===== src/rtl/fm_env_pkg.sv =====
package fm_env_pkg;
  typedef enum logic [2:0] {
    ENV_OFF = 3'd0,
    ENV_REL = 3'd1,
    ENV_SUS = 3'd2,
    ENV_DEC = 3'd3,
    ENV_ATK = 3'd4
  } env_state_e;

  localparam int ENV_W  = 10;
  localparam int RATE_W = 5;
  localparam int KC_W   = 5;
  localparam int EFF_W  = 6;
  localparam int CNT_W  = 12;
  localparam int SL_W   = 4;
  localparam int TL_W   = 7;
endpackage


===== src/rtl/fm_env_tick.sv =====
module fm_env_tick #(
  parameter int DIV_A = 64,
  parameter int DIV_B = 3,
  parameter int CNT_W = 12
) (
  input  logic             clk,
  input  logic             rst_n,
  output logic             tick_o,
  output logic [CNT_W-1:0] cnt_o
);
  localparam int AW = (DIV_A > 1) ? $clog2(DIV_A) : 1;
  localparam int BW = (DIV_B > 1) ? $clog2(DIV_B) : 1;

  logic [AW-1:0]    a_q, a_n;
  logic [BW-1:0]    b_q, b_n;
  logic [CNT_W-1:0] cnt_q, cnt_n;
  logic             wrap_a, wrap_b;

  always_comb begin
    wrap_a = (a_q == AW'(DIV_A - 1));
    wrap_b = (b_q == BW'(DIV_B - 1));
    a_n    = wrap_a ? '0 : a_q + AW'(1);
    b_n    = b_q;
    if (wrap_a) b_n = wrap_b ? '0 : b_q + BW'(1);
    tick_o = wrap_a && wrap_b;
    cnt_n  = tick_o ? cnt_q + CNT_W'(1) : cnt_q;
  end

  always_ff @(posedge clk or negedge rst_n) begin
    if (!rst_n) begin
      a_q   <= '0;
      b_q   <= '0;
      cnt_q <= '0;
    end else begin
      a_q   <= a_n;
      b_q   <= b_n;
      cnt_q <= cnt_n;
    end
  end

  assign cnt_o = cnt_q;
endmodule


===== src/rtl/fm_env_rate.sv =====
module fm_env_rate #(
  parameter int RATE_W = 5,
  parameter int KC_W   = 5,
  parameter int EFF_W  = 6
) (
  input  logic [RATE_W-1:0] rate_i,
  input  logic [KC_W-1:0]   kcode_i,
  input  logic [1:0]        ksr_i,
  output logic [EFF_W-1:0]  eff_o
);
  localparam int SW = ((RATE_W + 1) > KC_W ? (RATE_W + 1) : KC_W) + 1;
  localparam logic [SW-1:0] EFF_MAX = SW'((1 << EFF_W) - 1);

  logic [KC_W-1:0] ks;
  logic [SW-1:0]   sum;

  always_comb begin
    ks  = kcode_i >> (2'd3 - ksr_i);
    sum = SW'({rate_i, 1'b0}) + SW'(ks);
    if (rate_i == '0)       eff_o = '0;
    else if (sum > EFF_MAX) eff_o = EFF_MAX[EFF_W-1:0];
    else                    eff_o = sum[EFF_W-1:0];
  end
endmodule


===== src/rtl/fm_env_step.sv =====
module fm_env_step #(
  parameter int EFF_W = 6,
  parameter int CNT_W = 12
) (
  input  logic             tick_i,
  input  logic [CNT_W-1:0] cnt_i,
  input  logic [EFF_W-1:0] eff_i,
  output logic             upd_o,
  output logic [2:0]       step_sh_o,
  output logic             fast_o
);
  localparam int HW       = EFF_W - 2;
  localparam int SLOW_TOP = 11;
  localparam int FAST_MIN = 62;

  logic [HW-1:0]    hi;
  logic [3:0]       shift;
  logic [CNT_W-1:0] mask;
  int               hv;

  always_comb begin
    hi        = eff_i[EFF_W-1:2];
    hv        = int'(hi);
    shift     = (hv < SLOW_TOP) ? 4'(SLOW_TOP - hv) : 4'd0;
    step_sh_o = (hv > SLOW_TOP) ? 3'(hv - SLOW_TOP) : 3'd0;
    mask      = (CNT_W'(1) << shift) - CNT_W'(1);
    upd_o     = tick_i && (eff_i != '0) && ((cnt_i & mask) == '0);
    fast_o    = (int'(eff_i) >= FAST_MIN);
  end
endmodule


===== src/rtl/fm_env_gen.sv =====
module fm_env_gen
  import fm_env_pkg::*;
#(
  parameter int DIV_A = 64,
  parameter int DIV_B = 3
) (
  input  logic              clk,
  input  logic              rst_n,
  input  logic              key_i,
  input  logic [RATE_W-1:0] atk_rate_i,
  input  logic [RATE_W-1:0] dec1_rate_i,
  input  logic [RATE_W-1:0] dec2_rate_i,
  input  logic [RATE_W-1:0] rel_rate_i,
  input  logic [SL_W-1:0]   sus_lvl_i,
  input  logic [TL_W-1:0]   tot_lvl_i,
  input  logic [1:0]        ksr_i,
  input  logic [KC_W-1:0]   kcode_i,
  output logic [ENV_W-1:0]  level_o,
  output logic [2:0]        state_o
);
  localparam logic [ENV_W-1:0] ENV_MAX = '1;
  localparam int DW = ENV_W + 5;
  localparam int SL_SH = ENV_W - SL_W - 1;

  env_state_e        st_q, st_n;
  logic [ENV_W-1:0]  at_q, at_n;
  logic              key_q;
  logic              key_rise, key_fall;

  logic              tick;
  logic [CNT_W-1:0]  tcnt;
  logic [RATE_W-1:0] rate_sel;
  logic [EFF_W-1:0]  eff;
  logic              upd, fast;
  logic [2:0]        sh;

  logic [ENV_W-1:0]  chunk, atk_next, up_next, thr;
  logic [DW-1:0]     dec_amt;
  logic [ENV_W:0]    up_sum;
  logic [ENV_W:0]    lvl_sum;

  fm_env_tick #(.DIV_A(DIV_A), .DIV_B(DIV_B), .CNT_W(CNT_W)) u_tick (
    .clk(clk), .rst_n(rst_n), .tick_o(tick), .cnt_o(tcnt)
  );

  fm_env_rate #(.RATE_W(RATE_W), .KC_W(KC_W), .EFF_W(EFF_W)) u_rate (
    .rate_i(rate_sel), .kcode_i(kcode_i), .ksr_i(ksr_i), .eff_o(eff)
  );

  fm_env_step #(.EFF_W(EFF_W), .CNT_W(CNT_W)) u_step (
    .tick_i(tick), .cnt_i(tcnt), .eff_i(eff),
    .upd_o(upd), .step_sh_o(sh), .fast_o(fast)
  );

  assign key_rise = key_i & ~key_q;
  assign key_fall = ~key_i & key_q;

  // rate used for the current phase; a starting attack uses the attack rate
  always_comb begin
    if (key_rise) rate_sel = atk_rate_i;
    else begin
      unique case (st_q)
        ENV_ATK: rate_sel = atk_rate_i;
        ENV_DEC: rate_sel = dec1_rate_i;
        ENV_SUS: rate_sel = dec2_rate_i;
        ENV_REL: rate_sel = rel_rate_i;
        default: rate_sel = '0;
      endcase
    end
  end

  // arithmetic for the two directions of travel
  always_comb begin
    chunk    = ENV_W'(at_q >> 4) + ENV_W'(1);
    dec_amt  = DW'(chunk) << sh;
    atk_next = (dec_amt >= DW'(at_q)) ? '0 : ENV_W'(DW'(at_q) - dec_amt);
    up_sum   = (ENV_W+1)'(at_q) + ((ENV_W+1)'(1) << sh);
    up_next  = (up_sum > (ENV_W+1)'(ENV_MAX)) ? ENV_MAX : up_sum[ENV_W-1:0];
    thr      = (sus_lvl_i == '1) ? ENV_MAX : (ENV_W'(sus_lvl_i) << SL_SH);
  end

  always_comb begin
    st_n = st_q;
    at_n = at_q;
    if (key_rise) begin
      st_n = ENV_ATK;
      if (fast) at_n = '0;
    end else if (key_fall && st_q != ENV_OFF) begin
      st_n = ENV_REL;
    end else begin
      unique case (st_q)
        ENV_ATK: begin
          if (at_q == '0)  st_n = ENV_DEC;
          else if (fast)   at_n = '0;
          else if (upd)    at_n = atk_next;
        end
        ENV_DEC: begin
          if (at_q >= thr) st_n = ENV_SUS;
          else if (upd)    at_n = up_next;
        end
        ENV_SUS: begin
          if (upd)         at_n = up_next;
        end
        ENV_REL: begin
          if (at_q == ENV_MAX) st_n = ENV_OFF;
          else if (upd)        at_n = up_next;
        end
        default: at_n = ENV_MAX;
      endcase
    end
  end

  always_ff @(posedge clk or negedge rst_n) begin
    if (!rst_n) begin
      st_q  <= ENV_OFF;
      at_q  <= ENV_MAX;
      key_q <= 1'b0;
    end else begin
      st_q  <= st_n;
      at_q  <= at_n;
      key_q <= key_i;
    end
  end

  always_comb begin
    lvl_sum = (ENV_W+1)'(at_q) + (ENV_W+1)'({tot_lvl_i, 3'b000});
    level_o = lvl_sum[ENV_W] ? ENV_MAX : lvl_sum[ENV_W-1:0];
  end

  assign state_o = st_q;
endmodule


===== config.mk =====
export PLATFORM = sky130hd
export DESIGN_NAME = fm_env_gen
export DESIGN_NICKNAME = d
export VERILOG_FILES = /design/src/rtl/fm_env_pkg.sv /design/src/rtl/fm_env_tick.sv /design/src/rtl/fm_env_rate.sv /design/src/rtl/fm_env_step.sv /design/src/rtl/fm_env_gen.sv
export SDC_FILE = /design/constraint.sdc
export NUM_CORES = 1
export LEC_CHECK = 0
export BUFFER_PORTS_ARGS = -buffer_cell sky130_fd_sc_hd__buf_4
export CORE_MARGIN = 4
export CORE_UTILIZATION = 65
export DETAILED_ROUTE_END_ITERATION = 8
export PLACE_DENSITY = 0.85
export SETUP_SLACK_MARGIN = 0.2
export SYNTH_ARGS = -nofsm -noshare
export SYNTH_HDL_FRONTEND = slang
export SYNTH_SLANG_ARGS = --single-unit

===== constraint.sdc =====
create_clock -name clk -period 11.5 [get_ports clk]
set_clock_uncertainty 0.15 [all_clocks]
set_input_delay 1.15 -clock clk [delete_from_list [all_inputs] [get_ports clk]]
set_output_delay 1.15 -clock clk [all_outputs]
set_load 0.05 [all_outputs]

==> metrics <==
outcome=complete, no violations; area share of the leading cell type in the synthesized netlist=0.143; vias in the first global route=~4500; CP arrival=~7.4 ns; First DRT Iteration DRCs=346; post-CTS repair timing setup buffer count=0; Peak VDD IR=between 0.1 and 0.15 mV; LEAKAGE=around 2.4 nW; RSZ-0062 raised after global routing=no; gr busiest metal=met2; most common cell after layout, fill and taps aside=nand2_1; final hold vios=0; met1 Track Usage GR=0.385; HP Class=reg2reg; clk_lat worst skew=0.30 ns; Post-DP Area=slightly above 5000 um^2; share of cells above drive strength 1=0.155; Root Buffer=clkbuf_8; routed vias/inst=6.39; H-tree depth=2; Post-Layout Cell Count=between 700 and 800; Worst setup EP type=flop; Avg WL per Cell=roughly 17 um; Slew headroom=0.340; number of synthesized flops with an enable pin=0; minimum clock period=approximately 7.3 ns; DPL Wire Length=slightly below 10000 um; post-synthesis mux area share=0.0584; P&R area growth vs syn=12.2%; setup TNS=0 ns; Synth Flop Type=dfrtp_1; initial antenna violation count=0; Ys Warns=0; antenna viol nets, final=0; gr usage total=0.292; worst slew pin tran=just under 1 ns; most frequent cells in the layout=55 x nand2_1, 54 x buf_4, 53 x ha_1; crit-path max cell delay=between 0.5 and 0.6 ns; Post-CTS Resized=0; Netlist cell types=slightly below 90; f_max=between 100 and 150 MHz; critical path peak fanout=16; Mapped Avg Cell Area=just under 8 um^2; main combinational cell family by area after synthesis=compound AO/OA/AOI/OAI gates; Num CTS Buffers=5; Req. time, crit path=11.58 ns; quantity of I/O buffers inserted on ports=53; TritonCTS clock tree=done; met3 usage=0.0366; Final Slew Violations=0; synth top area cells=ha_1 14%, dfrtp_1 12%, dfstp_2 5.7%; # nets final=roughly 730; sequential fraction of the synthesis area=0.180; Synth async-reset ratio=1.00; crit share post-route=0.632; Layout fillers=524; synthesized area=between 4000 and 5000 um^2; Reg area=838 um^2; Synth Area in Compound Gates=0.279; met2 Track Usage GR=0.506; Synth Area in XOR/XNOR=0.0603; global-route wire length before repair=20500 um; # setup viols final=0; FF+latch count, synth=33; Adder-Cell Fraction of Synth Area=0.162; delay-heaviest family, CP=compound AO/OA/AOI/OAI gates; clock sinks=33; num ports=54; via count=4642; CTS hold repair buffers=0; area of the core=around 6900 um^2; Initial Utilization=0.677; register clock-pin slew on the reported worst setup and hold paths=approximately 0.08 ns; Buf/Inv on CP=3; placed cell count=between 700 and 800; n_diodes=0; Synth Area in Simple Gates=0.206; largest net degree at the start of global routing=34; die height=around 90 um; WL final=about 12000 um; deepest clock path buffer count=2; die width=just over 90 um; row count=30; WS Path Type=in2reg; area of the multi-input gates=3570 um^2; max-cap viol count=0; DIE AREA=8570 um^2; design area=around 5200 um^2; routability cong.=roughly 0.98; worst setup margin=roughly 4.2 ns; GR Overflow Total=0; Crit-path slowest cell=nor2b_1; Worst Hold Slack=around 0.37 ns; DP Worst Slack=roughly 4 ns; power density over cell area=around 250 nW/um^2; Initial DRT Pass Iterations=7; cell type with the highest aggregate area in the netlist=ha_1; Residual DRC=0; Mapped Cells=just under 600; CP Launch Type=input port
==> Yosys cell counts (7+ instances only) <==
cell and number:
inv_1 41, clkbuf_1 9, dfstp_2 10, and2_1 7, xor2_1 8, and3_1 8
ha_1 53, nand3_1 18, nor2_1 46, nand2_1 55, nand2b_1 10, mux2i_1 13
xnor2_1 24, nor2b_1 13, o21ai_1 10, o21ai_0 27, dfrtp_1 23, a21oi_1 40
nor3_1 12, a21o_1 10
==> routing by layer <==
layer,share of wire,up-vias
met5,0,-
li1,-,2218
met1,0.41,2161
met2,0.48,222
met4,0.021,0
met3,0.086,41
==> registers in the layout, summed over array words and instances, names as in the netlist <==
register,flops
state_o,3
key_q,1
u_tick.cnt_o,11
u_tick.a_q,6
u_tick.b_q,2
at_q,10
==> where the power goes <==
group          switching (mW)  internal [mW]  total, mW
Combinational           0.583          0.379      0.962
Clock                  0.0483         0.0708      0.119
Sequential             0.0645          0.150      0.215
==> worst paths after layout <==
check	startpoint	end	slack, ns	cells past startpoint
setup / recovery	key_i	at_q[9]	4.23	26
hold / removal	u_tick.b_q[0]	u_tick.b_q[1]	0.37	2
setup reg to reg	state_o[2]	at_q[9]	4.51	25
hold reg to reg	u_tick.b_q[0]	u_tick.b_q[1]	0.37	2
max in group asynchronous	rst_n	at_q[6]	10.20	1
min in group asynchronous	rst_n	u_tick.cnt_o[8]	0.65	1
==> worst min-delay path, delay by kind of cell, from the launching register on <==
family | cells | cell delay, ns
flops | 1 | 0.37
simple gates | 2 | 0.11
==> cell families after synthesis <==
family,count (synthesis)
buf+inv,60
xor+xnor,32
simple gates,197
flops,33
mux,25
compound gates,178
fa+ha+maj,58
other cells,1
==> stage by stage <==
step / power [mW] / utilization
after CTS: 1.28 / 0.759
after global routing: 1.40 / 0.759
after detailed placement: 1.15 / 0.742
after floorplan: 0.922 / -
final: 1.30 / 0.759
after global placement: 1.12 / 0.742
==> final cells by class <==
cell class              instances  share of cell area
clock buffers                   7              0.0166
clock inverters                 1             0.00576
inverters                      43              0.0310
multi-input cells             493               0.685
flip-flops and latches         33               0.161
well taps                      96              0.0230
repair buffers                 54              0.0777
No activity file was read; power rests on OpenSTA's default activity.
